<file path="src/rtl/uq_pkg.sv">
package uq_pkg;

  typedef enum logic {
    CLS_ARITH = 1'b0,
    CLS_MEM   = 1'b1
  } uop_class_e;

  // number of valid slots of one class in a group (up to 8 slots)
  function automatic int unsigned count_of_class(input logic [7:0] v,
                                                 input logic [7:0] c,
                                                 input uop_class_e cls);
    int unsigned n;
    n = 0;
    for (int i = 0; i < 8; i++)
      if (v[i] && (c[i] == logic'(cls))) n++;
    return n;
  endfunction

  // true when a queue with 'used' entries can take 'need' more
  function automatic logic has_room(input int unsigned used,
                                    input int unsigned need,
                                    input int unsigned depth);
    return (used + need) <= depth;
  endfunction

endpackage

</file>
<file path="src/rtl/uq_steer.sv">
module uq_steer #(
  parameter int SLOTS = 3,
  parameter int W     = 16,
  parameter int TAG_W = 8,
  localparam int EW   = TAG_W + W,
  localparam int NB   = $clog2(SLOTS + 1)
) (
  input  logic [SLOTS-1:0]          in_valid,
  input  logic [SLOTS-1:0]          in_class,
  input  logic [SLOTS-1:0][W-1:0]   in_data,
  input  logic [TAG_W-1:0]          base_tag,
  output logic [NB-1:0]             mem_n,
  output logic [SLOTS-1:0][EW-1:0]  mem_ent,
  output logic [NB-1:0]             alu_n,
  output logic [SLOTS-1:0][EW-1:0]  alu_ent,
  output logic [NB-1:0]             total_n
);
  // compact each class into slot order, stamping running tags
  always_comb begin
    int mi;
    int ai;
    logic [TAG_W-1:0] t;
    mem_ent = '0;
    alu_ent = '0;
    mi = 0;
    ai = 0;
    t  = base_tag;
    for (int s = 0; s < SLOTS; s++) begin
      if (in_valid[s]) begin
        if (in_class[s]) begin
          mem_ent[mi] = {t, in_data[s]};
          mi++;
        end else begin
          alu_ent[ai] = {t, in_data[s]};
          ai++;
        end
        t = t + TAG_W'(1);
      end
    end
    mem_n   = NB'(mi);
    alu_n   = NB'(ai);
    total_n = NB'(mi + ai);
  end
endmodule

</file>
<file path="src/rtl/uq_fifo.sv">
module uq_fifo #(
  parameter int DEPTH = 16,
  parameter int EW    = 24,
  parameter int NW    = 3,
  localparam int AW   = $clog2(DEPTH),
  localparam int CW   = $clog2(DEPTH + 1),
  localparam int NB   = $clog2(NW + 1)
) (
  input  logic                clk,
  input  logic                rst_n,
  input  logic                flush,
  input  logic [NB-1:0]       push_n,
  input  logic [NW-1:0][EW-1:0] wr_ent,
  input  logic                rd_ready,
  output logic                rd_valid,
  output logic [EW-1:0]       rd_ent,
  output logic [CW-1:0]       count
);
  logic [EW-1:0] mem [DEPTH];
  logic [AW-1:0] wp, rp;
  logic          pop_fire;
  logic          push_fire;

  assign rd_valid  = (count != '0);
  assign rd_ent    = mem[rp];
  assign pop_fire  = rd_valid && rd_ready && !flush;
  assign push_fire = (push_n != '0);

  // multi-entry write at the tail, in slot order
  always_ff @(posedge clk) begin
    for (int i = 0; i < NW; i++)
      if (!flush && (NB'(i) < push_n))
        mem[wp + AW'(i)] <= wr_ent[i];
  end

  always_ff @(posedge clk) begin
    if (!rst_n || flush) begin
      wp    <= '0;
      rp    <= '0;
      count <= '0;
    end else begin
      wp    <= wp + AW'(push_n);
      rp    <= rp + AW'(pop_fire);
      count <= count + CW'(push_n) - CW'(pop_fire);
    end
  end

  p_no_overflow_r5: assert property (@(posedge clk) disable iff (!rst_n)
    32'(count) <= DEPTH);
  p_push_fits_r4: assert property (@(posedge clk) disable iff (!rst_n)
    push_fire |-> (32'(count) + 32'(push_n) <= DEPTH));
  p_flush_empty_r7: assert property (@(posedge clk) disable iff (!rst_n)
    flush |=> (count == '0) && !rd_valid);
  p_head_hold_r3: assert property (@(posedge clk) disable iff (!rst_n)
    (rd_valid && !rd_ready && !flush) |=> rd_valid && $stable(rd_ent));
endmodule

</file>
<file path="src/rtl/uop_split_queue.sv">
module uop_split_queue #(
  parameter int SLOTS = 3,
  parameter int W     = 16,
  parameter int TAG_W = 8,
  parameter int DEPTH = 16,
  localparam int EW   = TAG_W + W,
  localparam int CW   = $clog2(DEPTH + 1),
  localparam int NB   = $clog2(SLOTS + 1)
) (
  input  logic               clk,
  input  logic               rst_n,
  input  logic               flush,
  input  logic [SLOTS-1:0]   in_valid,
  input  logic [SLOTS-1:0]   in_class,
  input  logic [SLOTS*W-1:0] in_data,
  output logic               in_ready,
  output logic               mem_valid,
  input  logic               mem_ready,
  output logic [W-1:0]       mem_data,
  output logic [TAG_W-1:0]   mem_tag,
  output logic               alu_valid,
  input  logic               alu_ready,
  output logic [W-1:0]       alu_data,
  output logic [TAG_W-1:0]   alu_tag,
  output logic [CW-1:0]      mem_count,
  output logic [CW-1:0]      alu_count
);
  import uq_pkg::*;

  logic [SLOTS-1:0][W-1:0]  slot_data;
  logic [SLOTS-1:0][EW-1:0] mem_ent, alu_ent;
  logic [NB-1:0]            mem_n, alu_n, n_valid;
  logic [NB-1:0]            mem_push, alu_push;
  logic [TAG_W-1:0]         seq_tag;
  logic [EW-1:0]            mem_head, alu_head;
  int unsigned              need_mem, need_alu;
  logic                     room_ok, accept;

  assign slot_data = in_data;

  // admission: whole group or nothing
  assign need_mem = count_of_class(8'(in_valid), 8'(in_class), CLS_MEM);
  assign need_alu = count_of_class(8'(in_valid), 8'(in_class), CLS_ARITH);
  assign room_ok  = has_room(32'(mem_count), need_mem, DEPTH) &&
                    has_room(32'(alu_count), need_alu, DEPTH);
  assign in_ready = !flush && room_ok;
  assign accept   = in_ready && (in_valid != '0);

  uq_steer #(.SLOTS(SLOTS), .W(W), .TAG_W(TAG_W)) u_steer (
    .in_valid (in_valid),
    .in_class (in_class),
    .in_data  (slot_data),
    .base_tag (seq_tag),
    .mem_n    (mem_n),
    .mem_ent  (mem_ent),
    .alu_n    (alu_n),
    .alu_ent  (alu_ent),
    .total_n  (n_valid)
  );

  assign mem_push = accept ? mem_n : '0;
  assign alu_push = accept ? alu_n : '0;

  always_ff @(posedge clk) begin
    if (!rst_n || flush) seq_tag <= '0;
    else if (accept)     seq_tag <= seq_tag + TAG_W'(n_valid);
  end

  uq_fifo #(.DEPTH(DEPTH), .EW(EW), .NW(SLOTS)) u_memq (
    .clk(clk), .rst_n(rst_n), .flush(flush),
    .push_n(mem_push), .wr_ent(mem_ent),
    .rd_ready(mem_ready), .rd_valid(mem_valid), .rd_ent(mem_head),
    .count(mem_count)
  );

  uq_fifo #(.DEPTH(DEPTH), .EW(EW), .NW(SLOTS)) u_aluq (
    .clk(clk), .rst_n(rst_n), .flush(flush),
    .push_n(alu_push), .wr_ent(alu_ent),
    .rd_ready(alu_ready), .rd_valid(alu_valid), .rd_ent(alu_head),
    .count(alu_count)
  );

  assign mem_tag  = mem_head[EW-1:W];
  assign mem_data = mem_head[W-1:0];
  assign alu_tag  = alu_head[EW-1:W];
  assign alu_data = alu_head[W-1:0];

  p_split_r1: assert property (@(posedge clk) disable iff (!rst_n)
    (32'(mem_n) == need_mem) && (32'(alu_n) == need_alu));
  p_ignore_invalid_r8: assert property (@(posedge clk) disable iff (!rst_n)
    32'(n_valid) == $countones(in_valid));
  p_stall_no_write_r4: assert property (@(posedge clk) disable iff (!rst_n)
    !in_ready |=> (mem_count <= $past(mem_count)) && (alu_count <= $past(alu_count)));
  p_tag_advance_r6: assert property (@(posedge clk) disable iff (!rst_n)
    (accept && !flush) |=> seq_tag == $past(seq_tag) + TAG_W'($past(n_valid)));
  p_flush_tag_r7: assert property (@(posedge clk) disable iff (!rst_n)
    flush |=> (seq_tag == '0) && !in_ready || (seq_tag == '0));
endmodule

</file>
<file path="config.mk">
export PLATFORM = sky130hd
export DESIGN_NAME = uop_split_queue
export DESIGN_NICKNAME = d
export VERILOG_FILES = /design/src/rtl/uq_pkg.sv /design/src/rtl/uq_steer.sv /design/src/rtl/uq_fifo.sv /design/src/rtl/uop_split_queue.sv
export SDC_FILE = /design/constraint.sdc
export NUM_CORES = 2
export LEC_CHECK = 0
export BUFFER_PORTS_ARGS = -buffer_cell sky130_fd_sc_hd__buf_2
export CAP_MARGIN = 20
export CORE_UTILIZATION = 34
export DETAILED_ROUTE_END_ITERATION = 8
export GPL_TIMING_DRIVEN = 0
export PLACE_DENSITY = 0.47
export SKIP_CTS_REPAIR_TIMING = 1
export SLEW_MARGIN = 30
export SYNTH_ARGS = -nofsm -noshare
export SYNTH_HDL_FRONTEND = slang
export SYNTH_SLANG_ARGS = --single-unit
</file>
<file path="constraint.sdc">
create_clock -name clk -period 6.3 [get_ports clk]
set_input_delay 0.315 -clock clk [delete_from_list [all_inputs] [get_ports clk]]
set_output_delay 0.315 -clock clk [all_outputs]
set_load 0.02 [all_outputs]
</file>
After elaboration in Yosys (flattened, before gate mapping) --
Memories as Yosys holds them, arrays and structs flattened. A register that Yosys moved wholly into a read port is not among the register bits. Index checks and enable logic that the tools add are counted.
Word-level totals: register bits 34, memory bits (writable) 768, input port bits 59, output and inout bits 61, word-level logic and storage cells 143, memories kept 2
Operators by class: $add $sub $neg 26, magnitude comparators 16, mux-type cells 60, bitwise operators 3, reduce and logical (&&, ||, !) cells 29
Memories:
- u_aluq.mem | words 16, bits a word 24, read ports 1, clocked after Yosys merged registers in 1, wr ports 3, line uq_fifo.sv:19 | logic [EW-1:0] mem [DEPTH];
- u_memq.mem | words 16, bits a word 24, read ports 1, clocked after Yosys merged registers in 1, wr ports 3, line uq_fifo.sv:19
Operators by type and width (count):
- two-way mux 72 bit | 8
- two-way mux 32 bit | 10
- bitwise mux 72 bit | 4
- demux 24 bit (select 2 bit) | 4
- two-way mux 24 bit | 8
- greater-or-equal comparator 32 x 1 -> 1 bit, second input constant | 4
- < comparator 32 x 4 -> 1 bit, second input constant | 4
- adder 32 x 1 -> 32 bit, second input constant | 3
- adder 32 x 2 -> 32 bit, second input constant | 2
- adder 5 x 32 -> 32 bit | 2
- less-or-equal comparator 32 x 5 -> 1 bit, second input constant | 2
- logical AND 1 bit | 23
- adder 8 x 1 -> 8 bit, second input constant | 2
- two-way mux 1 bit | 16
- two-way mux 8 bit | 2
- two-way mux 2 bit | 6
- adder 5 x 2 -> 5 bit | 2
- nonzero test 5 bit | 2
- subtractor 5 x 1 -> 5 bit | 2
- adder 4 x 1 -> 4 bit | 2
- adder 4 x 1 -> 4 bit, second input constant | 2
- adder 4 x 2 -> 4 bit | 2
- adder 4 x 2 -> 4 bit, second input constant | 2
- adder 8 x 2 -> 8 bit | 1
- other kinds (10) | 19

Longest topological paths before layout --
depth in word-level cells 17, depth in mapped cells 26, depth with buffers taken out 22

Modules after synthesis --
A second synthesis with hierarchy kept.
Unflattened totals: cells, all modules 4851, area, all modules 49942.9 um2
Modules (own cells, without submodules):
- uq_fifo at u_aluq | instances 1, cells each 2113, area an instance 23118.4 um2, seq. area each 11791.3 um2
- uq_fifo at u_memq | instances 1, cells each 2098, area an instance 22962.0 um2, seq. area each 11791.3 um2
- uq_steer | instances 1, cells each 518, area an instance 2887.8 um2, seq. area each 0.0 um2
- uop_split_queue | instances 1, cells each 122, area an instance 974.7 um2, seq. area each 160.2 um2

Worst setup path after synthesis --
No wires, ideal clock.
path type input -> register, start point input port in_valid[0], end point memory u_aluq.mem[2][0], enable pin, setup time 0.490 ns, arrival time 6.488 ns, data required time 5.810 ns, setup slack -0.678 ns, stages 16, path buffers 5, cells stage by stage buf_2 > nor2b_1 > clkbuf_1 > buf_1 > ha_1 > and3_1 > ha_1 > a21oi_1 > nand2_1 > a221oi_1 > nand2_1 > buf_2 > inv_2 > buf_2 > nand3_1 > o311ai_0
RTL lines:
- start, declared | line uop_split_queue.sv:13 | input logic [SLOTS-1:0] in_valid,
- end, declared | line uq_fifo.sv:19

==> flow_results.org <==
** Flow run
- The tool flagged a number of max-cap violations equal to 0.

** Floorplan
- For this design the top-level I/O count stands at 120.
- Starting Density :: 34.3%
- Core region area :: 150000 µm²
- Height of the die :: 391 µm
- Die Width :: 391 µm
- The floorplan step defined a die boundary enclosing 153000 µm².
- The initialized floorplan defines 142 standard-cell rows.

** Place
- The number of placed instances, taps included, is 6087.
- Pre-CTS setup slack :: -1.38 ns
- Summed over all nets, the half-perimeter wirelength after detailed placement is 147 mm.
- Global placer's final weighted congestion :: 0.929
- During placement, the flow inserted port buffers numbering 117.
- Cell area after placement :: 55900 µm²

** Min path
- Class of the worst hold path :: in2reg
- Hold path start :: rst_n
- The worst hold path passes through 4 cells.
- The worst hold path terminates at u_memq.count[4]$_SDFF_PP0_.

** Finish
- Final net count :: 4295
- Compared with the post-synthesis result, the final layout area differs by 15.3%.
- Post-Layout Cell Count :: 6287
- In the layout the commonest cells are sky130_fd_sc_hd__mux2i_1, sky130_fd_sc_hd__edfxtp_1, sky130_fd_sc_hd__clkbuf_1.
- Most common cell after layout, fill and taps aside :: sky130_fd_sc_hd__mux2i_1
- Layout cell share with drive strength beyond 1 :: 19.6%
- Non-Filler Cell Area, Final :: 59200 µm²

** Run status
- Result of the run :: completed

** Power
- For this design the ratio of total power to cell area is 240 nW/µm².
- Static Leakage :: 29.1 nW
- Total power :: 14.2 mW
- IR analysis of the VDD net gives a maximum drop of 0.186 mV.

** STA
- Setup violators final :: 0
- For the pin with the worst max-slew slack, the measured transition is 1.10 ns.
- Unrepaired setup endpoints after global routing :: no
- In the post-route analysis, the smallest setup slack over all paths is 0.267 ns.
- Share of the clock period used by the worst path :: 95.8%
- The number of max-slew violations in the final report is 0.
- Max-slew headroom :: 26.5%
- Maximum frequency from static timing analysis :: 166 MHz
- Between clock sinks in the finished design, the worst skew comes to 0.0219 ns.
- Post-route minimum period :: 6.03 ns
- Number of hold violations in the final report :: 0

** Logic synthesis
- Share of synthesized registers carrying an async set or reset :: 0%
- The cell count after synthesis came out at 3822.
- Dominant synthesized flop cell :: sky130_fd_sc_hd__edfxtp_1
- Net count of the mapped netlist :: 3939
- The number of different library cells used by synthesis comes to 63.
- Summing every instance area after synthesis gives 51400 µm².
- Number of flops mapped to enable cells by yosys :: 768
- Yosys synthesis warning count :: 0
- Mean cell area of the mapped netlist :: 13.4 µm²
- Synthesized flop and latch total :: 802
- Fraction of the yosys area taken by sequential cells :: 46.2%

** Critical path
- Crit Path Category :: in2reg
- Worst Setup End Kind :: register
- Crit Reg-Reg Endpoint :: u_memq.mem[6][9]$_DFFE_PP_
- At the worst endpoint, the arrival time is 6.46 ns.
- Startpoint of the most critical setup path :: in_class[0]
- CP max FO :: 11
- The worst setup path is launched from a primary input.
- Cells on worst reg2reg path :: 16
- Reg2reg setup slack :: 0.98 ns
- The worst register-to-register path begins at u_memq.count[0]$_SDFF_PP0_.
- Required @ worst endpoint :: 6.73 ns

** GRT
- Global-route wire length before repair :: 280 mm
- The total overflow left after global routing is 0.
- The via count of the first global-routing pass is 36.6k.
- Across every metal layer, demand over resource in global routing totals 25.8%.
- The number of antenna violations at the first check in global routing came to 29.
- Entering global routing, the biggest net connects 25 pins.

** Drt
- Remaining DRCs :: 0
- Before antenna repair, the detailed router went through 5 iterations.
- In the routed layout, each cell is associated on average with a via count of 5.70.
- Violation count after the first detailed-route iteration :: 3554
- Average routed wire per standard cell :: 31.7 µm
- The routed design has 199 mm of wire.
- For this block, the via count after detailed routing is 35.9k.
- Post-DRT Antenna Nets :: 0

** CTS
- For the worst-skew pair, the clock arrives at the later sink with an insertion delay of 0.73 ns.
- The clock passes through at most 3 buffers.
- The clock drives 802 sinks.
- CTS placed an instance of sky130_fd_sc_hd__clkbuf_16 at the clock tree root.
- TritonCTS built the clock tree.
- CTS Buf Count :: 101
- The H-tree generated during clock tree synthesis spans 3 levels.
- After clock tree synthesis, the clock-pin slew on the worst setup and hold paths is 0.06 ns.
==> Yosys cell counts (all sizes together), types with 3 or more instances <==
library cell / n / share of area, %
o221ai: 3 / 0.051
or3: 14 / 0.17
nor3: 15 / 0.15
mux4: 240 / 11
and3b: 3 / 0.051
a31oi: 3 / 0.037
nor2b: 11 / 0.13
o31ai: 3 / 0.044
ha: 51 / 1.2
nand2b: 10 / 0.12
and4b: 3 / 0.058
a21o: 4 / 0.058
or2: 4 / 0.049
buf: 83 / 0.77
nand4: 54 / 0.66
xor2: 15 / 0.26
nor4b: 4 / 0.093
a21boi: 4 / 0.058
clkbuf: 341 / 2.5
nor2: 124 / 0.91
and2: 20 / 0.24
mux2: 3 / 0.066
a22o: 34 / 0.58
o21ai: 40 / 0.39
o311ai: 10 / 0.17
nor4: 10 / 0.12
edfxtp: 768 / 45
and3: 12 / 0.15
a221oi: 44 / 0.75
xnor2: 26 / 0.44
dfxtp: 34 / 1.3
fa: 7 / 0.27
nand2: 100 / 0.73
a21oi: 27 / 0.26
o211ai: 20 / 0.29
mux2i: 1530 / 30
o21a: 4 / 0.058
nand3: 62 / 0.60
inv: 43 / 0.31
or4: 11 / 0.17
o22ai: 8 / 0.097
==> state kept, by name (all words and copies together) (netlist names) <==
name	cells
seq_tag	8
u_aluq.count	5
u_aluq.mem	384
u_aluq.rp	4
u_aluq.wp	4
u_memq.count	5
u_memq.mem	384
u_memq.rp	4
u_memq.wp	4
==> per-stage QoR <==
stage                     hold slack, ns  utilization [%]  TNS (ns)
after global routing              0.0679             39.5         0
after floorplan                    0.498                -    -30.42
after detailed placement           0.559             37.3   -428.84
after CTS                         0.0297             39.4    -17.64
final                             0.0573             39.5         0
after global placement             0.551             36.3  -3772.13
==> critical path, cell delays in order <==
cell and delay, ns:
sky130_fd_sc_hd__buf_2 0.14, sky130_fd_sc_hd__and2_1 0.13, sky130_fd_sc_hd__clkbuf_1 0.24, sky130_fd_sc_hd__clkbuf_1 0.71, sky130_fd_sc_hd__ha_1 0.32, sky130_fd_sc_hd__nand2_1 0.05, sky130_fd_sc_hd__o21ai_0 0.13, sky130_fd_sc_hd__inv_1 0.09
sky130_fd_sc_hd__fa_1 0.48, sky130_fd_sc_hd__nand2b_1 0.06, sky130_fd_sc_hd__or4b_1 0.55, sky130_fd_sc_hd__a32oi_4 0.22, sky130_fd_sc_hd__buf_12 0.16, sky130_fd_sc_hd__buf_12 0.11, sky130_fd_sc_hd__clkbuf_1 0.50, sky130_fd_sc_hd__nand4_1 0.16
sky130_fd_sc_hd__clkbuf_1 0.42, sky130_fd_sc_hd__clkbuf_2 0.45, sky130_fd_sc_hd__o211ai_1 0.42, sky130_fd_sc_hd__buf_2 0.32, sky130_fd_sc_hd__buf_2 0.22, sky130_fd_sc_hd__buf_2 0.21
==> cell type report <==
type / count / area, µm²
Tap cell: 2016 / 2520
Antenna cell: 4 / 10.0
Buffer: 424 / 1810
Sequential cell: 802 / 23700
Clock buffer: 128 / 2680
Timing Repair Buffer: 253 / 1690
Inverter: 45 / 169
Multi-Input combinational cell: 2551 / 26100
Clock inverter: 64 / 510
Fill cell: 14540 / 90700
==> metal layers <==
metal / share of wire (%) / GRT usage (%) / vias to the layer above
met5: 0.10 / 0 / -
met4: 2.8 / 6.85 / 28
met3: 6.4 / 4.49 / 336
met2: 48 / 43.3 / 1277
met1: 42 / 34.2 / 18518
li1: - / - / 15704
==> kinds of logic (layout without fill, tap and decap cells) <==
logic type | Yosys count | in the layout | synth area share, %
other | 0 | 4 | 0
xor gates and xnor gates | 41 | 41 | 0.699
and+or+nand+nor | 466 | 466 | 4.55
muxes | 1773 | 1773 | 40.4
DFF | 802 | 802 | 46.2
buffers and inverters | 469 | 914 | 3.59
AOI/OAI and AO/OA | 213 | 213 | 3.03
adders and majority gates | 58 | 58 | 1.51
==> power breakdown <==
part           switching [mW]  internal, mW
Sequential             0.0504          6.03
Clock                    2.53          3.26
Combinational            1.46         0.919
Total                    4.04          10.2
==> how the worst max path moves through the flow <==
stage | endpoint | slack (ns)
4_1_cts | u_aluq.count[4]$_SDFF_PP0_ | -0.64
3_5_place_dp | u_aluq.count[4]$_SDFF_PP0_ | -1.38
3_3_place_gp | u_memq.mem[3][7]$_DFFE_PP_ | -7.42
2_1_floorplan | u_memq.mem[0][0]$_DFFE_PP_ | -0.63
5_1_grt | u_aluq.count[4]$_SDFF_PP0_ | 0.05
6_report | u_memq.mem[6][9]$_DFFE_PP_ | 0.27
(Power assumes the default switching activity.)
